**src/rtl/spi_tgt_pkg.sv**
```systemverilog
package spi_tgt_pkg;
    localparam int          ADDR_W     = 16;
    localparam logic [7:0]  OP_WR      = 8'h61;
    localparam logic [7:0]  OP_RD      = 8'h41;
    localparam logic [15:0] ADDR_STAT  = 16'h000C;
    localparam logic [15:0] ADDR_MASK  = 16'h0010;
    localparam int          NERR       = 6;
    localparam int          ERR_LSB    = 16;
    localparam int          IRQ_BIT    = 1;
    localparam int          GS_ERR_BIT = 3;
    // error flag indices, bit ERR_LSB + index in the register
    localparam int E_RU  = 0;
    localparam int E_RO  = 1;
    localparam int E_WU  = 2;
    localparam int E_WO  = 3;
    localparam int E_INV = 4;
    localparam int E_END = 5;

    typedef enum logic [1:0] {
        PH_IDLE = 2'd0,
        PH_HDR  = 2'd1,
        PH_DATA = 2'd2,
        PH_DROP = 2'd3
    } phase_e;
endpackage

```
**src/rtl/spi_pin_sync.sv**
```systemverilog
module spi_pin_sync #(
    parameter int STAGES = 2
) (
    input  logic clk,
    input  logic rst_n,
    input  logic sclk_i,
    input  logic cs_n_i,
    input  logic mosi_i,
    output logic rise_o,
    output logic fall_o,
    output logic cs_start_o,
    output logic cs_end_o,
    output logic sel_o,
    output logic mosi_o
);
    logic [STAGES-1:0] sck_q, csn_q, mo_q;
    logic              sck_prev_q, csn_prev_q;

    always_ff @(posedge clk or negedge rst_n) begin
        if (!rst_n) begin
            sck_q      <= '0;
            csn_q      <= '1;
            mo_q       <= '0;
            sck_prev_q <= 1'b0;
            csn_prev_q <= 1'b1;
        end else begin
            sck_q      <= {sck_q[STAGES-2:0], sclk_i};
            csn_q      <= {csn_q[STAGES-2:0], cs_n_i};
            mo_q       <= {mo_q[STAGES-2:0], mosi_i};
            sck_prev_q <= sck_q[STAGES-1];
            csn_prev_q <= csn_q[STAGES-1];
        end
    end

    assign sel_o      = ~csn_q[STAGES-1];
    assign rise_o     = sel_o & sck_q[STAGES-1] & ~sck_prev_q;
    assign fall_o     = sel_o & ~sck_q[STAGES-1] & sck_prev_q;
    assign cs_start_o = ~csn_q[STAGES-1] & csn_prev_q;
    assign cs_end_o   = csn_q[STAGES-1] & ~csn_prev_q;
    assign mosi_o     = mo_q[STAGES-1];
endmodule

```
**src/rtl/spi_err_status.sv**
```systemverilog
module spi_err_status
    import spi_tgt_pkg::*;
(
    input  logic            clk,
    input  logic            rst_n,
    input  logic [NERR-1:0] err_set_i,
    input  logic            wr_stat_i,
    input  logic            wr_mask_i,
    input  logic [NERR-1:0] wbits_i,
    output logic [NERR-1:0] st_o,
    output logic [NERR-1:0] mask_o,
    output logic            irq_o
);
    typedef struct packed {
        logic [NERR-1:0] st;
        logic [NERR-1:0] mask;
    } reg_t;

    reg_t q, d;

    always_comb begin
        d      = q;
        d.st   = (q.st & ~(wr_stat_i ? wbits_i : '0)) | err_set_i;
        if (wr_mask_i) d.mask = wbits_i;
    end

    always_ff @(posedge clk or negedge rst_n) begin
        if (!rst_n) q <= '0;
        else        q <= d;
    end

    assign st_o   = q.st;
    assign mask_o = q.mask;
    assign irq_o  = |(q.st & ~q.mask);

    // without a clear write no flag ever drops
    a_r10_sticky: assert property (@(posedge clk) disable iff (!rst_n)
        !wr_stat_i |=> ((q.st & $past(q.st)) == $past(q.st)));
    // an unmasked new error raises the interrupt next cycle
    a_r11_irq_follows: assert property (@(posedge clk) disable iff (!rst_n)
        (|(err_set_i & ~q.mask)) |=> irq_o);
endmodule

```
**src/rtl/spi_frame_ctrl.sv**
```systemverilog
module spi_frame_ctrl
    import spi_tgt_pkg::*;
#(
    parameter int DATA_W = 32,
    parameter int LEN_W  = 8
) (
    input  logic              clk,
    input  logic              rst_n,
    input  logic              rise_i,
    input  logic              fall_i,
    input  logic              cs_start_i,
    input  logic              cs_end_i,
    input  logic              sel_i,
    input  logic              mosi_i,
    input  logic [7:0]        gstat_i,
    input  logic [DATA_W-1:0] rdata_i,
    output logic              miso_o,
    output logic [ADDR_W-1:0] req_addr_o,
    output logic [DATA_W-1:0] req_wdata_o,
    output logic              req_we_o,
    output logic              req_re_o,
    output logic [NERR-1:0]   err_o
);
    localparam int BPW       = DATA_W / 8;
    localparam int BIDX_W    = (BPW > 1) ? $clog2(BPW) : 1;
    localparam int CNT_W     = LEN_W + 1;
    localparam int MAX_WORDS = 1 << LEN_W;
    localparam logic [BIDX_W-1:0] LAST_BIDX = BIDX_W'(BPW - 1);

    typedef struct packed {
        phase_e              ph;
        logic [2:0]          bit_cnt;
        logic [1:0]          hdr_cnt;
        logic [7:0]          rx_sh;
        logic                is_rd;
        logic [ADDR_W-1:0]   addr;
        logic [CNT_W-1:0]    count;
        logic [CNT_W-1:0]    rx_words;
        logic [CNT_W-1:0]    tx_words;
        logic [BIDX_W-1:0]   rx_bidx;
        logic [BIDX_W-1:0]   tx_bidx;
        logic [DATA_W-1:0]   wr_word;
        logic [DATA_W-1:0]   tx_word;
        logic [7:0]          tx_sh;
        logic [1:0]          pend;
        logic                we;
        logic                re;
        logic [ADDR_W-1:0]   req_addr;
        logic [DATA_W-1:0]   wdata;
        logic [NERR-1:0]     err;
    } st_t;

    st_t q, d;
    logic [7:0]        byte_v;
    logic [DATA_W-1:0] src_w, sh_w;

    always_comb begin
        d      = q;
        d.we   = 1'b0;
        d.re   = 1'b0;
        d.err  = '0;
        d.pend = {q.pend[0], 1'b0};
        byte_v = {q.rx_sh[6:0], mosi_i};
        src_w  = q.pend[1] ? rdata_i : q.tx_word;
        sh_w   = src_w << (8 * q.tx_bidx);
        if (q.pend[1]) d.tx_word = rdata_i;

        if (cs_start_i) begin
            d.ph       = PH_HDR;
            d.bit_cnt  = '0;
            d.hdr_cnt  = '0;
            d.tx_sh    = gstat_i;
            d.rx_words = '0;
            d.tx_words = '0;
            d.rx_bidx  = '0;
            d.tx_bidx  = '0;
        end else if (cs_end_i) begin
            if (q.ph != PH_IDLE) begin
                if (q.bit_cnt != 3'd0) d.err[E_END] = 1'b1;
                if (q.ph == PH_HDR && q.hdr_cnt != 2'd0) d.err[E_END] = 1'b1;
                if (q.ph == PH_DATA && q.rx_words < q.count)
                    d.err[q.is_rd ? E_RU : E_WU] = 1'b1;
            end
            d.ph    = PH_IDLE;
            d.tx_sh = '0;
        end else if (sel_i && q.ph != PH_IDLE) begin
            if (rise_i) begin
                d.rx_sh   = byte_v;
                d.bit_cnt = q.bit_cnt + 3'd1;
                if (q.bit_cnt == 3'd7) begin
                    if (q.ph == PH_HDR) begin
                        d.hdr_cnt = q.hdr_cnt + 2'd1;
                        case (q.hdr_cnt)
                            2'd0: begin
                                if (byte_v == OP_RD)      d.is_rd = 1'b1;
                                else if (byte_v == OP_WR) d.is_rd = 1'b0;
                                else begin
                                    d.ph         = PH_DROP;
                                    d.err[E_INV] = 1'b1;
                                end
                            end
                            2'd1: d.addr = {byte_v, q.addr[7:0]};
                            2'd2: d.addr = {q.addr[ADDR_W-1:8], byte_v};
                            default: begin
                                d.count = (byte_v == 8'd0) ? CNT_W'(MAX_WORDS) : CNT_W'(byte_v);
                                d.ph    = PH_DATA;
                                if (q.is_rd) begin
                                    d.re       = 1'b1;
                                    d.req_addr = q.addr;
                                    d.addr     = q.addr + ADDR_W'(4);
                                    d.pend[0]  = 1'b1;
                                end
                            end
                        endcase
                    end else if (q.ph == PH_DATA) begin
                        if (q.rx_words == q.count) begin
                            d.err[q.is_rd ? E_RO : E_WO] = 1'b1;
                        end else begin
                            d.rx_bidx = q.rx_bidx + 1'b1;
                            d.wr_word = {q.wr_word[DATA_W-9:0], byte_v};
                            if (q.rx_bidx == LAST_BIDX) begin
                                d.rx_words = q.rx_words + CNT_W'(1);
                                if (!q.is_rd) begin
                                    d.we       = 1'b1;
                                    d.req_addr = q.addr;
                                    d.wdata    = {q.wr_word[DATA_W-9:0], byte_v};
                                    d.addr     = q.addr + ADDR_W'(4);
                                end
                            end
                        end
                    end
                end
            end else if (fall_i) begin
                if (q.bit_cnt != 3'd0) begin
                    d.tx_sh = {q.tx_sh[6:0], 1'b0};
                end else if (q.ph == PH_DATA && q.is_rd && q.tx_words < q.count) begin
                    d.tx_sh   = sh_w[DATA_W-1 -: 8];
                    d.tx_bidx = q.tx_bidx + 1'b1;
                    if (q.tx_bidx == LAST_BIDX) begin
                        d.tx_words = q.tx_words + CNT_W'(1);
                        if (q.tx_words + CNT_W'(1) < q.count) begin
                            d.re       = 1'b1;
                            d.req_addr = q.addr;
                            d.addr     = q.addr + ADDR_W'(4);
                            d.pend[0]  = 1'b1;
                        end
                    end
                end else begin
                    d.tx_sh = '0;
                end
            end
        end
    end

    always_ff @(posedge clk or negedge rst_n) begin
        if (!rst_n) q <= '0;
        else        q <= d;
    end

    assign miso_o      = q.tx_sh[7];
    assign req_addr_o  = q.req_addr;
    assign req_wdata_o = q.wdata;
    assign req_we_o    = q.we;
    assign req_re_o    = q.re;
    assign err_o       = q.err;

    // a word request is either a write or a read, never both
    a_r1_one_kind: assert property (@(posedge clk) disable iff (!rst_n)
        !(q.we && q.re));
    // after a request the running address sits one word further on
    a_r3_addr_step: assert property (@(posedge clk) disable iff (!rst_n)
        (q.we || q.re) |-> (q.addr == q.req_addr + ADDR_W'(4)));
    // a dropped frame never touches the bus
    a_r6_drop_quiet: assert property (@(posedge clk) disable iff (!rst_n)
        (q.ph == PH_DROP) |-> (!q.we && !q.re));
    // the status byte is loaded when chip select falls
    a_r5_status_first: assert property (@(posedge clk) disable iff (!rst_n)
        cs_start_i |=> (q.tx_sh == $past(gstat_i)));
endmodule

```
**src/rtl/spi_burst_target.sv**
```systemverilog
module spi_burst_target
    import spi_tgt_pkg::*;
#(
    parameter int DATA_W      = 32,
    parameter int LEN_W       = 8,
    parameter int SYNC_STAGES = 2
) (
    input  logic              clk,
    input  logic              rst_n,
    input  logic              spi_sclk,
    input  logic              spi_cs_n,
    input  logic              spi_mosi,
    output logic              spi_miso,
    input  logic [7:0]        core_status,
    output logic [ADDR_W-1:0] bus_addr,
    output logic [DATA_W-1:0] bus_wdata,
    output logic              bus_we,
    output logic              bus_re,
    input  logic [DATA_W-1:0] bus_rdata,
    output logic              spi_err_irq
);
    logic rise, fall, cs_start, cs_end, sel, mosi_s;
    logic [ADDR_W-1:0] req_addr;
    logic [DATA_W-1:0] req_wdata, stat_word, mask_word, ctrl_rdata;
    logic req_we, req_re, req_loc, irq;
    logic [NERR-1:0] err_set, st, mask;
    logic [7:0] gstat;

    typedef struct packed {
        logic              loc;
        logic [DATA_W-1:0] val;
    } lrd_t;
    lrd_t lrd_q, lrd_d;

    spi_pin_sync #(.STAGES(SYNC_STAGES)) u_sync (
        .clk(clk), .rst_n(rst_n), .sclk_i(spi_sclk), .cs_n_i(spi_cs_n), .mosi_i(spi_mosi),
        .rise_o(rise), .fall_o(fall), .cs_start_o(cs_start), .cs_end_o(cs_end),
        .sel_o(sel), .mosi_o(mosi_s)
    );

    spi_frame_ctrl #(.DATA_W(DATA_W), .LEN_W(LEN_W)) u_ctrl (
        .clk(clk), .rst_n(rst_n), .rise_i(rise), .fall_i(fall), .cs_start_i(cs_start),
        .cs_end_i(cs_end), .sel_i(sel), .mosi_i(mosi_s), .gstat_i(gstat),
        .rdata_i(ctrl_rdata), .miso_o(spi_miso), .req_addr_o(req_addr),
        .req_wdata_o(req_wdata), .req_we_o(req_we), .req_re_o(req_re), .err_o(err_set)
    );

    spi_err_status u_err (
        .clk(clk), .rst_n(rst_n), .err_set_i(err_set),
        .wr_stat_i(req_we && req_addr == ADDR_STAT),
        .wr_mask_i(req_we && req_addr == ADDR_MASK),
        .wbits_i(req_wdata[ERR_LSB +: NERR]),
        .st_o(st), .mask_o(mask), .irq_o(irq)
    );

    always_comb begin
        req_loc   = (req_addr == ADDR_STAT) || (req_addr == ADDR_MASK);
        stat_word = '0;
        stat_word[ERR_LSB +: NERR] = st;
        stat_word[IRQ_BIT] = irq;
        mask_word = '0;
        mask_word[ERR_LSB +: NERR] = mask;
        gstat = core_status;
        gstat[GS_ERR_BIT] = core_status[GS_ERR_BIT] | irq;
        lrd_d = lrd_q;
        if (req_re) begin
            lrd_d.loc = req_loc;
            lrd_d.val = (req_addr == ADDR_STAT) ? stat_word : mask_word;
        end
        ctrl_rdata = lrd_q.loc ? lrd_q.val : bus_rdata;
    end

    always_ff @(posedge clk or negedge rst_n) begin
        if (!rst_n) lrd_q <= '0;
        else        lrd_q <= lrd_d;
    end

    assign bus_addr    = req_addr;
    assign bus_wdata   = req_wdata;
    assign bus_we      = req_we & ~req_loc;
    assign bus_re      = req_re & ~req_loc;
    assign spi_err_irq = irq;
endmodule

```
**config.mk**
```make
export PLATFORM = sky130hd
export DESIGN_NAME = spi_burst_target
export DESIGN_NICKNAME = d
export VERILOG_FILES = /design/src/rtl/spi_tgt_pkg.sv /design/src/rtl/spi_pin_sync.sv /design/src/rtl/spi_err_status.sv /design/src/rtl/spi_frame_ctrl.sv /design/src/rtl/spi_burst_target.sv
export SDC_FILE = /design/constraint.sdc
export NUM_CORES = 1
export LEC_CHECK = 0
export BUFFER_PORTS_ARGS = -buffer_cell sky130_fd_sc_hd__buf_4
export CAP_MARGIN = 40
export CORE_MARGIN = 4
export CORE_UTILIZATION = 60
export DETAILED_ROUTE_END_ITERATION = 7
export PLACE_DENSITY_LB_ADDON = 0.2
export SLEW_MARGIN = 15
export SYNTH_ARGS = -nofsm -noshare
export SYNTH_HDL_FRONTEND = slang
export SYNTH_SLANG_ARGS = --single-unit
```
**constraint.sdc**
```tcl
create_clock -name clk -period 4.12 [get_ports clk]
set_input_delay 0.618 -clock clk [delete_from_list [all_inputs] [get_ports clk]]
set_output_delay 0.618 -clock clk [all_outputs]
set_load 0.02 [all_outputs]
```
==> results.md, run 1 <==
Timing:
- The worst-case headroom to the max-slew limit is 0.4554.
- Final hold analysis gives a worst-case slack of 0.02855 ns.
- The highest clock frequency the design can meet is between 200 and 300 MHz.
- The number of pins with negative max-slew slack in the final report came to 0.
- The worst clock skew on the final layout is roughly 0.022 ns.
- Setup repair after global routing left no endpoint under its margin.
- Setup violations remaining at the end of the flow were counted as 0.
- In the finished design, the share of the clock period the worst path needs comes to 0.8295.
- The worst path meets setup with roughly 0.7 ns of slack.
- The actual slew at the worst max-slew pin is 0.8169 ns.
- The final-report hold violation count was 0.
- The worst path in the final design needs a cycle of roughly 3.4 ns, including I/O delays and setup.
- For the final routed database, the setup TNS stands at 0 ns.

Final layout:
- The combined area of the multi-input logic cells is about 4800 um2.
- The finished cells cover roughly 12000 um2.
- After the last flow step, the layout net total stands at about 1200.
- The area growth from synthesis to layout is 12.16%.
- The ratio of cells with drive above 1 in the final layout is 0.2143.
- Across the whole layout, storage elements account for about 5300 um2.
- The number of inserted filler cells in the final layout is 1357.
- The repair_antennas step left the layout with diodes totalling 0.

Clock network:
- The tree is rooted in a sky130_fd_sc_hd__clkbuf_16.
- Counting along the longest clock path gives a buffer depth of 3.
- The insertion delay of the later-clocked pin in the worst-skew pair is ~0.52 ns.
- Counting the buffers created by CTS gives 22.
- For this design, the CTS-stage hold fixing added 0 buffers.
- The tree built by TritonCTS fans out to approximately 210 sinks.
- Clock-pin slew was measured on the worst setup and hold paths at about 0.060 ns.
- Post-CTS repair changed the size of 0 cells.
- The number of setup buffers added after CTS is 0.
- TritonCTS built the clock tree.
- The number of H-tree branching levels is 1.

Yosys:
- After synthesis the cells add up to 10990 um2.
- The net count after synthesis is 1151.
- The proportion of synthesized area in mux cells is 0.1064.
- In the synthesized netlist, the number of instances is around 1100.
- For this run, asynchronously set or reset flops after synthesis account for 1.000.
- Among all flip-flop cells after synthesis, the most frequent one is sky130_fd_sc_hd__dfrtp_1.
- The main combinational cell family by area after synthesis is compound AO/OA/AOI/OAI gates.
- The mean instance size in the synthesized netlist is 10.33 um2.
- The synthesized-area fraction occupied by ao, oa, aoi and oai cells was 0.1505.
- The synthesized-area fraction occupied by xor and xnor cells is 0.01275.
- The number of synthesized register bits is about 210.
- Yosys mapped a number of flops with a built-in enable equal to 0.
- The share of synthesized cell area in full adder, half adder and majority cells is 0.04781.
- The synthesized netlist contains 73 unique library cells.
- The sequential share of the synthesized area is 0.4807.
- Of the total synthesized cell area, the portion taken by AND, OR, NAND and NOR gates is 0.1185.
- The number of synthesis warnings is 0.

Job:
- The number of max-capacitance violations reported is 0.

Power and ir drop:
- Of the total power, the share spent switching nets is 0.2452.
- In this run the power density over the cells is around 370 nW/um2.
- The leakage component of the power is just over 6 nW.
- Summed over all nets, the switching power comes to 1.113 mW.
- Of the total power, the clock network draws 0.432.
- The total design power is about 4.5 mW.
- The internal portion of the total power is ~3.4 mW.
- The largest voltage drop on the vdd net is around 0.35 mV.
- The fraction of power consumed by combinational cells is 0.086.
- The share of total power dissipated in sequential elements is 0.482.

Critical path:
- The worst setup path is launched from a register.
- At the worst endpoint, the required time is 4.57 ns.
- The dominant cell type by count on the critical path is sky130_fd_sc_hd__nand3_1.
- The startpoint-to-endpoint class of the critical path is register to register.
- Together, buffers and inverters on the worst path number 0.
- For the worst flop-to-flop path, the logic depth is 12.
- For this run, the slowest stage of the critical path takes 0.68 ns.
- The cell with the largest stage delay on the worst path is sky130_fd_sc_hd__o22ai_2.
- The worst path arrival time is about 3.9 ns.
- The endpoint kind of the worst setup timing path is a register.
- The worst register-to-register path ends at u_ctrl.req_addr_o[12].
- The cell family contributing the most delay on the critical path is compound AO/OA/AOI/OAI gates.
- Walking the worst path, the cells encountered are ha_1 > nand3_1 > nor2_1 > nand3_1 > xnor2_1 > ha_1 > nand4_1 > nor2_1 > a21oi_1 > nand3_1 > o22ai_2 > a41o_1.
- The worst register-to-register path has a setup slack of approximately 0.70 ns.
- The maximum net fanout on the critical path is 16.
- The worst register-to-register path begins at u_ctrl.q[135].

Run status:
- The flow ran to the end, and the final reports show no timing, DRC or antenna violations.

GRT:
- The via count of the first global-routing pass is around 8100.
- Entering global routing, the biggest net connects 80 pins.
- The first-pass GRT wire length is 41170 um.
- The initial antenna violation count is 0.
- Across every metal layer, demand over resource in global routing totals 0.2461.
- The total congestion overflow is 0.

Routing:
- The aggregate routed wire length is around 25000 um.
- Across all layers, the routed design uses about 7900 vias.
- The number of optimization iterations in the first detailed-route pass is 7.
- The number of nets with antenna violations after detailed routing is 0.
- The ratio of routed vias to standard cells is 5.863.
- The wire length per cell after detailed routing is 18.32 um.
- The DRC violation count after routing is 0.
- The number of DRC violations after detailed-routing iteration 0 is 534.

Placed design:
- OpenSTA, run right after detailed placement, puts the worst setup slack at a little under 0.8 ns.
- After legalization and detailed placement, the total HPWL measured between 15000 and 20000 um.
- The count of input and output buffers is 96.
- The weighted congestion reported at the end of routability-driven placement is 0.8693.
- In this run the cell area measured after placement is between 10000 and 15000 um2.

Die:
- The die is roughly 140 um tall.
- During I/O placement, the number of pins put on the boundary was just under 100.
- The die covers about 21000 um2.
- For this configuration, the core starts out at a cell density of 0.6119.
- The die is about 140 um wide.
- The total area inside the core boundary comes to 17960 um2.
- The standard-cell row count is between 40 and 50.

Hold path:
- The worst hold path belongs to the class input pin to async pin.
[routing by layer]
| metal | vias to the layer above | wire length [um] | global-route usage |
|---|---|---|---|
| li1 | 3774 | - | - |
| met1 | 3888 | 10910 | 0.3420 |
| met2 | 204 | 11890 | 0.4120 |
| met3 | 43 | 1400 | 0.03394 |
| met4 | 0 | 515 | 0.06541 |
| met5 | - | 0 | 0 |
[kinds of logic (layout without fill, tap and decap cells)]
group           count (synthesis)  after routing
simple gates                  269            269
compound gates                241            241
flops                         211            211
buf+inv                       187            243
mux                            98             98
fa+ha+maj                      42             42
xor+xnor                       16             16
[per-stage QoR]
stage | instances | util
6_report | 1349 | 0.6863
2_1_floorplan | 1064 | -
3_5_place_dp | 1309 | 0.6457
3_3_place_gp | 1306 | 0.6433
4_1_cts | 1348 | 0.6859
5_1_grt | 1349 | 0.6863
[worst register-to-register path, delay by kind of cell (launching register included)]
family / cells / cell delay [ns]
and+or+nand+nor: 6 / 0.88
AOI/OAI and AO/OA: 3 / 1.33
adders and majority gates: 2 / 0.52
DFF: 1 / 0.42
xor gates and xnor gates: 1 / 0.20
[power by group through the flow]
stage	Sequential [mW]	Combinational, mW	Clock, mW
after floorplan	2.20	0.229	0
after global placement	2.22	0.375	0
after detailed placement	2.22	0.386	0
after CTS	2.19	0.390	2.00
after global routing	2.20	0.434	2.09
final	2.19	0.392	1.96
[layout make-up]
type,instances,share of cell area
flip-flops and latches,211,0.4286
multi-input cells,666,0.3890
repair buffers,116,0.07378
clock buffers,33,0.05288
inverters,88,0.02679
well taps,229,0.02324
clock inverters,6,0.005684
[worst max path at each step]
| stage | slack, ns | depth (start not counted) | start | endpoint |
|---|---|---|---|---|
| after floorplan | 1.25 | 11 | u_ctrl.q[134] | register |
| after global placement | 0.88 | 8 | u_sync.csn_q[1] | u_ctrl.q[175] |
| after detailed placement | 0.78 | 12 | u_ctrl.q[135] | u_ctrl.req_addr_o[12] |
| after CTS | 0.76 | 12 | u_ctrl.q[135] | u_ctrl.req_addr_o[12] |
| after global routing | 0.33 | 12 | u_ctrl.q[135] | u_ctrl.req_addr_o[0] |
| final | 0.70 | 12 | u_ctrl.q[135] | u_ctrl.req_addr_o[12] |
[cell usage in the layout, fill, tap and decap left out, drive strengths merged, types with 4 or more instances in the layout]
| master | count |
|---|---|
| buf | 115 |
| a21o | 14 |
| xnor2 | 5 |
| xor2 | 11 |
| o21a | 22 |
| inv | 88 |
| nand2b | 5 |
| a32oi | 5 |
| a21oi | 37 |
| nor2b | 9 |
| nor4 | 7 |
| nor3 | 14 |
| o211ai | 5 |
| ha | 42 |
| or3 | 6 |
| mux2 | 71 |
| a21boi | 17 |
| dfrtp | 208 |
| and2 | 6 |
| nand4 | 15 |
| a41o | 17 |
| a22oi | 6 |
| o22ai | 4 |
| o21ai | 72 |
| a211oi | 5 |
| nand2 | 95 |
| a31oi | 7 |
| nor2 | 61 |
| o211a | 4 |
| clkbuf | 34 |
| nand3 | 22 |
| clkinv | 5 |
| and3 | 13 |
| mux4 | 8 |
| mux2i | 19 |
[sequential cells by signal, summed over array words and instances (netlist names), 2 cells and up, named ones only]
register,flops
u_err.st_o,6
u_ctrl.req_addr_o,16
u_sync.sck_q,2
u_sync.mo_q,2
u_sync.csn_q,2
u_ctrl.err_o,6
lrd_q,8
u_ctrl.req_wdata_o,32
u_ctrl.q,117
u_err.mask_o,6
u_ctrl.byte_v,7
[synth_stat cells, types with 17 or more instances]
library cell	number	area [um2]
sky130_fd_sc_hd__o21a_1	22	165.2
sky130_fd_sc_hd__mux2_2	67	754.5
sky130_fd_sc_hd__clkbuf_1	29	108.9
sky130_fd_sc_hd__mux2i_1	19	190.2
sky130_fd_sc_hd__a21oi_1	37	185.2
sky130_fd_sc_hd__a41o_1	17	170.2
sky130_fd_sc_hd__inv_1	88	330.3
sky130_fd_sc_hd__nand2_1	95	356.6
sky130_fd_sc_hd__nand3_1	22	110.1
sky130_fd_sc_hd__nor2_1	61	229.0
sky130_fd_sc_hd__buf_4	48	360.4
sky130_fd_sc_hd__dfrtp_1	208	5205
sky130_fd_sc_hd__o21ai_0	70	350.3
sky130_fd_sc_hd__ha_1	42	525.5
Power figures use the tool's default switching activity.
==> run 2: changes to the inputs <==
--- a/config.mk
+++ b/config.mk
@@ -5,10 +5,11 @@
 export SDC_FILE = /design/constraint.sdc
 export NUM_CORES = 1
 export LEC_CHECK = 0
+export ABC_AREA = 1
 export BUFFER_PORTS_ARGS = -buffer_cell sky130_fd_sc_hd__buf_4
 export CAP_MARGIN = 40
 export CORE_MARGIN = 4
-export CORE_UTILIZATION = 60
+export CORE_UTILIZATION = 55
 export DETAILED_ROUTE_END_ITERATION = 7
 export PLACE_DENSITY_LB_ADDON = 0.2
 export SLEW_MARGIN = 15
==> constraint.sdc (replaced) <==
create_clock -name clk -period 2.97 [get_ports clk]
set_input_delay 0.4455 -clock clk [delete_from_list [all_inputs] [get_ports clk]]
set_output_delay 0.4455 -clock clk [all_outputs]
set_load 0.02 [all_outputs]
==> run 2 against run 1 <==
  * Final cell count grew 27%
  * Fmax grew 24%
  * Sequential power grew 37%
  * Clock power grew 34%
  * Highest routed layer unchanged
  * Flip-flop and latch count is the same
  * Largest power group unchanged
  * Final area grew 2.7%
==> results.md, run 2 <==
Run status:
- The flow ran to the end, and the final reports show no timing, DRC or antenna violations.

Power and ir drop:
- The fraction of power consumed by combinational cells is 0.085.
- Of the total power, registers draw 0.488.
- VDD sags by at most slightly above 0.4 mV.
- The total power per unit cell area is around 490 nW/um2.
- The leakage component of the power is about 6.2 nW.
- The share of total power dissipated in the clock network is 0.427.
- The internal power summed over all cells is 4.640 mW.
- Of the total power, the share spent switching nets is 0.2454.
- In this run the power spent charging and discharging nets is roughly 1.5 mW.

GRT:
- Entering global routing, the biggest net connects 78 pins.
- For this run, the total global-route usage over all layers was measured as 0.2357.
- The initial antenna violation count is 0.
- The via count of the first global-routing pass is 8707.
- The first-pass GRT wire length is 43840 um.
- For this run the aggregate overflow at the end of global routing stands at 0.

Critical path:
- The family of cells with the greatest summed delay on the critical path is simple AND/OR/NAND/NOR gates.
- The largest single stage delay on the critical path is ~0.4 ns.
- The data required time of the critical path is 3.40 ns.
- The worst setup path is captured at a register.
- Of all nets on the critical path, the largest fanout is 16.
- The signal on the critical path passes through ha_2 > and3_4 > nand4_1 > nor2_1 > nand2_1 > nand2_1 > inv_1 > ha_1 > a21o_1 > nor2_1 > nand3_2 > o21ai_2 > nand3_1 > buf_4 > o21ai_0.
- Together, buffers and inverters on the worst path number 2.
- STA classifies the critical path startpoint as a register.
- The critical path in this run is classified as register to register.
- Data on the critical path arrives at its endpoint at between 3 and 4 ns.
- Among all stages on the critical path, the largest delay is contributed by sky130_fd_sc_hd__dfrtp_1.

Final layout:
- In the layout the commonest cells are 403 x sky130_fd_sc_hd__nand2_1, 208 x sky130_fd_sc_hd__dfrtp_1, 114 x sky130_fd_sc_hd__inv_1, 114 x sky130_fd_sc_hd__o21ai_0, 112 x sky130_fd_sc_hd__buf_4.
- In the final layout, the multi-input gates occupy 4949 um2.
- The area growth from synthesis to layout is 12.17%.
- The number of inserted filler cells in the final layout is roughly 1800.
- The final-stage net count is between 1500 and 2000.
- u_ctrl.q holds more flip-flops than any other register.
- Of the cells placed in the final design, the portion with a size suffix greater than 1 is 0.1383.
- The most frequent standard cell in the layout excluding fill and tap cells is sky130_fd_sc_hd__nand2_1.
- The register with the most flip-flops in the layout has 117 of them.
- The number of inserted diodes is 0.
- Across the whole layout, storage elements account for 5284 um2.

Yosys:
- The mapped netlist covers approximately 11000 um2.
- Ranked by total cell area, the synthesized netlist is headed by sky130_fd_sc_hd__dfrtp_1 46%, sky130_fd_sc_hd__nand2_1 13%, sky130_fd_sc_hd__o21ai_0 5.1%, sky130_fd_sc_hd__ha_1 4.7%, sky130_fd_sc_hd__inv_1 3.8%.
- Synthesis produced between 1000 and 1500 cells.
- The mean instance size in the synthesized netlist is just over 8 um2.
- The sequential share of the synthesized area is 0.4680.
- The number of enable flip-flop cells after synthesis is 0.
- The synthesized design spends more area on one cell type than any other, namely sky130_fd_sc_hd__dfrtp_1.
- The net count after synthesis is 1470.
- Ranked by instance count, the synthesized netlist is headed by 403 x sky130_fd_sc_hd__nand2_1, 208 x sky130_fd_sc_hd__dfrtp_1, 115 x sky130_fd_sc_hd__o21ai_0.
- Among all cell types in the netlist, the one instantiated most often is sky130_fd_sc_hd__nand2_1.
- The share of synthesized area in the top cell type comes to 0.4610.
- For this run, the leading register cell type out of synthesis is sky130_fd_sc_hd__dfrtp_1.
- Counting distinct cell types in the post-synthesis netlist gives 45.
- The number of synthesized register bits is roughly 210.
- After synthesis, the share of flip-flops with an asynchronous set or reset is 1.000.
- The number of synthesis warnings is 0.

Timing:
- Clock skew on the completed layout was measured at 0.01093 ns.
- The worst setup slack after layout is approximately 0.22 ns.
- Headroom to the max-slew limit came out at 0.5586.
- The actual slew at the worst max-slew pin is ~0.66 ns.
- Subtracting the final worst setup slack from the clock period gives 2.753 ns.
- The share of the clock period used by the worst path is 0.9269.
- The final-report hold violation count is 0.
- The sum of negative setup slack is 0 ns.
- The count of endpoints failing setup in the final report is 0.
- Derived from the worst setup path, the maximum achievable clock frequency is 363.2 MHz.
- The number of pins with negative max-slew slack in the final report is 0.

Placed design:
- The count of input and output buffers is 96.
- The weighted congestion reported at the end of routability-driven placement is between 0.9 and 1.
- Detailed placement ended at an HPWL of just under 20000 um.
- The pre-CTS setup slack is around 0.12 ns.

Routing:
- The number of DRC violations after detailed-routing iteration 0 is around 600.
- Summing over every cut layer, the via total after detailed routing is 9311.
- The DRC violation count after routing is 0.
- The number of optimization iterations in the first detailed-route pass is 5.
- After detailed routing, the number of vias per cell comes to approximately 5.4.
- In the final routed layout, each cell accounts on average for approximately 16 um.
- For this block, the routed nets add up to about 27000 um of wire.
- The number of nets with antenna violations after detailed routing is 0.

Hold path:
- The tightest min-delay check is of the input pin to register type.

Die:
- After floorplanning, the core was divided into between 50 and 60 placement rows.
- The floorplan die area is ~23000 um2.
- The die width is approximately 150 um.
- The die is approximately 150 um tall.
- The floorplan step defined a core boundary enclosing 20230 um2.
- The starting density of the core is 0.5579.
- 97 I/O pins were placed.

Clock network:
- The insertion delay of the later-clocked pin in the worst-skew pair is ~0.52 ns.
- Buffers inserted during clock tree synthesis total 23.
- The root buffer cell is sky130_fd_sc_hd__clkbuf_16.
- The clock-pin slew on the worst setup and hold paths is about 0.060 ns.
- The clock tree from TritonCTS is done.
- The longest clock path from root to sink contains 3 buffers.
- The sink count of the clock tree is about 210.
- CTS built an H-tree with a depth of 1.

Job:
- The number of max-capacitance violations reported is 0.
run 2: cell count changes after synthesis, moves of 17 or more:
cell and delta:
sky130_fd_sc_hd__a21oi_1 +18, sky130_fd_sc_hd__a41o_1 -17, sky130_fd_sc_hd__inv_1 +26, sky130_fd_sc_hd__mux2_2 -67, sky130_fd_sc_hd__mux2i_1 -19, sky130_fd_sc_hd__nand2_1 +308, sky130_fd_sc_hd__nand3_1 +45, sky130_fd_sc_hd__nand4_1 +24
sky130_fd_sc_hd__nor2_1 +40, sky130_fd_sc_hd__o21a_1 -19, sky130_fd_sc_hd__o21ai_0 +45, sky130_fd_sc_hd__o21ai_2 +20
run 2: timing repair:
item,CTS,global route
resized for setup,0,9
setup endpoints to repair,0,31
setup buffers,0,2
hold endpoints to repair,74,0
hold buffers,1,0
run 2: layout make-up:
| cell class | count | area share |
|---|---|---|
| tap | 270 | 0.02668 |
| clock buffer | 38 | 0.05227 |
| clock inverter | 2 | 0.001976 |
| timing repair buffer | 118 | 0.07391 |
| sequential | 211 | 0.4173 |
| inverter | 124 | 0.03715 |
| multi-input combinational | 953 | 0.3908 |
run 2: metrics by stage:
step	cell area, um2	power, mW	utilization	hold WS, ns	cells
floorplan	11290	3.329	-	0.1499	1383
global placement	11920	3.554	0.5889	0.3340	1673
detailed placement	11920	3.560	0.5889	0.3364	1673
CTS	12610	6.199	0.6233	0.02990	1714
global route	12660	6.386	0.6258	0.03245	1716
finish	12660	6.149	0.6258	0.04107	1716
run 2: power groups by stage:
| stage | sequential, mW | combinational (mW) | clock (mW) |
|---|---|---|---|
| 2_1_floorplan | 3.04 | 0.290 | 0 |
| 3_3_place_gp | 3.05 | 0.506 | 0 |
| 3_5_place_dp | 3.05 | 0.511 | 0 |
| 6_report | 3.00 | 0.520 | 2.63 |
| 4_1_cts | 3.00 | 0.516 | 2.68 |
| 5_1_grt | 3.01 | 0.586 | 2.79 |
run 2: worst paths after layout:
| kind | start | to | slack (ns) | cells after the start |
|---|---|---|---|---|
| setup / recovery | u_ctrl.q[134] | u_ctrl.req_addr_o[1] | 0.22 | 15 |
| hold / removal | spi_cs_n | u_sync.csn_q[0] | 0.04 | 1 |
| setup reg to reg | u_ctrl.q[134] | u_ctrl.req_addr_o[1] | 0.22 | 15 |
| hold reg to reg | u_sync.mo_q[0] | u_sync.mo_q[1] | 0.35 | 0 |
| max in group asynchronous | rst_n | u_sync.csn_prev_q | 1.53 | 3 |
| min in group asynchronous | rst_n | u_ctrl.req_wdata_o[26] | 0.52 | 2 |
run 2: metal layers:
metal	track usage	wire length, um	vias to the layer above
met5	0	0	-
met4	0.06437	726	0
met3	0.03082	1607	55
met2	0.3779	12590	299
met1	0.3389	11760	4364
li1	-	-	4593
run 2: kinds of logic (layout without fill, tap and decap cells):
kind of cell | after synthesis | count (layout) | synth area share
AOI/OAI and AO/OA | 252 | 252 | 0.1308
xor gates and xnor gates | 12 | 12 | 0.009309
adders and majority gates | 42 | 42 | 0.04655
buffers and inverters | 219 | 282 | 0.09653
DFF | 211 | 211 | 0.4680
and+or+nand+nor | 647 | 647 | 0.2488
==> run 3: changes to the inputs <==
--- a/config.mk
+++ b/config.mk
@@ -9,7 +9,7 @@
 export BUFFER_PORTS_ARGS = -buffer_cell sky130_fd_sc_hd__buf_4
 export CAP_MARGIN = 40
 export CORE_MARGIN = 4
-export CORE_UTILIZATION = 55
+export CORE_UTILIZATION = 48
 export DETAILED_ROUTE_END_ITERATION = 7
 export PLACE_DENSITY_LB_ADDON = 0.2
 export SLEW_MARGIN = 15
==> run 3 against run 2 <==
  * Count of clock-buffer cells in the layout shrank 2
  * Critical path depth did not move
  * Via count down 0.62%
  * Clock skew is 0.00059 ns lower
  * Total power grew 3.8%
  * Critical path type unchanged
  * Critical endpoint unchanged
==> results.md, run 3 (synthesized netlist as in run 2, its figures left out) <==
Routing:
- The number of optimization iterations in the first detailed-route pass is 5.
- The via total after detailed routing is between 9000 and 10000.
- The highest metal layer carrying signal wires in the routed design is met4.
- After detailed routing, the number of vias per cell comes to 5.251.
- The routed wire length on met2 is 12480 um.
- The met3 layer wire length in the routed design is about 1500 um.
- The DRC violation count after routing is 0.
- The routed design has roughly 27000 um of wire.
- The number of DRC violations after detailed-routing iteration 0 is 650.
- The number of nets with antenna violations after detailed routing is 0.
- The met1 layer wirelength in the final routing is between 10000 and 15000 um.
- The wire length per cell after detailed routing is ~16 um.

Critical path:
- In this run the critical register-to-register path is captured at u_ctrl.req_addr_o[1].
- The critical path is of the register to register type.
- The setup slack on the worst flop-to-flop path is between 0.2 and 0.25 ns.
- The maximum net fanout on the critical path is 16.
- The worst path arrival time is 3.16 ns.
- The critical path startpoint category is a register.
- For the worst setup path, the data required time is about 3.4 ns.
- The cell depth of the worst flop-to-flop path is 15.
- STA classifies the critical path endpoint as a register.
- The critical register-to-register path startpoint is u_ctrl.q[134].

Power and ir drop:
- The leakage component of the power is ~6.2 nW.
- Across the VDD grid, the largest voltage drop is between 0.4 and 0.5 mV.
- The total power per unit cell area is 498.9 nW/um2.

Final layout:
- In the layout the commonest cells are 402 x sky130_fd_sc_hd__nand2_1, 208 x sky130_fd_sc_hd__dfrtp_1, 114 x sky130_fd_sc_hd__inv_1, 113 x sky130_fd_sc_hd__buf_4, 111 x sky130_fd_sc_hd__o21ai_0.
- The most frequent standard cell in the layout excluding fill and tap cells is sky130_fd_sc_hd__nand2_1.
- The number of inserted diodes is 0.
- The register ranked first by flip-flop count is u_ctrl.q.
- The final-stage net count is roughly 1500.
- The number of flip-flops under the largest register name is approximately 120.
- The number of inserted filler cells in the final layout is about 2100.
- The area growth from synthesis to layout is 13.37%.
- The ratio of cells with drive above 1 in the final layout is 0.1463.

GRT:
- The global routing usage summed across all routing layers is 0.2113.
- Entering global routing, the biggest net connects between 70 and 80 pins.
- The via count of the first global-routing pass is slightly below 9000.
- The first global-routing pass estimated approximately 46000 um of wire.
- The total congestion overflow is 0.
- The initial antenna violation count came to 0.

Hold path:
- The hold-critical path endpoint is u_sync.mo_q[0].
- The tightest min-delay check is of the input pin to register type.
- The number of cells traversed by the worst hold path is 1.
- The origin of the worst min-delay path is spi_mosi.

Timing:
- The count of endpoints failing setup in the final report is 0.
- The clock arrives with just over 0.01 ns of skew.
- The worst-case headroom to the max-slew limit is 0.5442.
- At the pin with the least slew margin, the transition time is about 0.68 ns.
- The final-report hold violation count is 0.
- Setup repair after global routing left no endpoint under its margin.
- The number of pins with negative max-slew slack in the final report is 0.
- After routing, the total negative slack on setup checks comes to 0 ns.
- The minimum clock period after layout is 2.729 ns.
- The highest clock frequency the design can meet is approximately 370 MHz.
- The share of the clock period used by the worst path is 0.9188.
- The worst setup slack after layout is roughly 0.24 ns.

Die:
- The standard-cell row count is 55.
- After floorplanning, the core was sized to cover between 20000 and 25000 um2.
- The die is around 160 um tall.
- The top-level port count is a little under 100.
- The die covers roughly 26000 um2.
- The starting density of the core is 0.4927.
- The die width is roughly 160 um.

Placed design:
- Buffers placed on the I/O ports in this run total 96.
- The weighted congestion reported at the end of routability-driven placement is 0.8891.
- Summed over all nets, the half-perimeter wirelength after detailed placement is about 20000 um.
- The pre-CTS setup slack is between 0.1 and 0.15 ns.

Clock network:
- The sink count of the clock tree is 211.
- The number of H-tree branching levels is 1.
- In this run the deepest clock path goes through 3 buffers.
- Clock tree synthesis inserted a total of 24 buffers.
- The insertion delay of the later-clocked pin in the worst-skew pair is around 0.52 ns.
- The clock-pin slew on the worst setup and hold paths is roughly 0.060 ns.
- The clock tree from TritonCTS is done.
- The root buffer cell chosen for the clock tree is sky130_fd_sc_hd__clkbuf_16.

Run status:
- The run finished with clean final reports.

Job:
- The number of max-capacitance violations reported is 0.
[run 3: report_power, final]
group | total (mW) | internal, mW | switching, mW
Combinational | 0.528 | 0.173 | 0.355
Clock | 2.86 | 1.69 | 1.17
Sequential | 3.00 | 2.95 | 0.0523
Total | 6.39 | 4.81 | 1.58
[run 3: per-stage QoR]
| step | total power [mW] | area (um2) | utilization | instances | hold WS [ns] |
|---|---|---|---|---|---|
| after global placement | 3.560 | 11960 | 0.5221 | 1717 | 0.3343 |
| after floorplan | 3.329 | 11290 | - | 1383 | 0.1499 |
| after global routing | 6.666 | 12800 | 0.5585 | 1762 | 0.01980 |
| after CTS | 6.454 | 12750 | 0.5565 | 1761 | 0.01686 |
| final | 6.385 | 12800 | 0.5585 | 1762 | 0.03488 |
| after detailed placement | 3.569 | 11960 | 0.5221 | 1717 | 0.3347 |
[run 3: layout make-up]
cell class              instances  area, um2  area share
clock buffers                  36      725.7     0.05670
well taps                     313      391.6     0.03060
multi-input cells             953       4951      0.3868
flip-flops and latches        211       5284      0.4128
inverters                     124      470.5     0.03676
repair buffers                118      923.4     0.07215
clock inverters                 7      52.55    0.004106
[run 3: timing repair]
action,CTS,global route
endpoints found under the setup margin,0,30
hold endpoints to repair,70,0
gates resized for setup,0,13
hold buffers,1,0
buffers inserted,0,1
[run 3: how the worst max path moves through the flow]
stage	slack, ns	from	endpoint	cells past startpoint
floorplan	0.41	u_ctrl.q[135]	u_ctrl.req_addr_o[6]	16
global placement	0.25	u_ctrl.q[135]	u_ctrl.req_addr_o[4]	16
detailed placement	0.14	u_ctrl.q[135]	u_ctrl.req_addr_o[4]	15
CTS	0.12	u_ctrl.q[135]	u_ctrl.req_addr_o[4]	15
global route	0.002	u_ctrl.q[134]	u_ctrl.req_addr_o[1]	15
finish	0.24	u_ctrl.q[134]	u_ctrl.req_addr_o[1]	15
[run 3: layer usage]
metal,up-vias,GRT usage
met2,251,0.3420
met4,0,0.06010
met3,51,0.03088
li1,4603,-
met5,-,0
met1,4348,0.2981
[run 3: critical path, stage by stage, from the launching register on]
cell	delay [ns]
sky130_fd_sc_hd__dfrtp_1	0.39
sky130_fd_sc_hd__ha_2	0.21
sky130_fd_sc_hd__and3_4	0.20
sky130_fd_sc_hd__nand4_1	0.12
sky130_fd_sc_hd__nor2_1	0.12
sky130_fd_sc_hd__nand2_1	0.06
sky130_fd_sc_hd__nand2_1	0.06
sky130_fd_sc_hd__inv_1	0.05
sky130_fd_sc_hd__ha_1	0.30
sky130_fd_sc_hd__a21o_1	0.16
sky130_fd_sc_hd__nor2_1	0.12
sky130_fd_sc_hd__nand3_2	0.19
sky130_fd_sc_hd__o21ai_2	0.19
sky130_fd_sc_hd__nand3_1	0.09
sky130_fd_sc_hd__buf_4	0.20
sky130_fd_sc_hd__o21ai_0	0.17
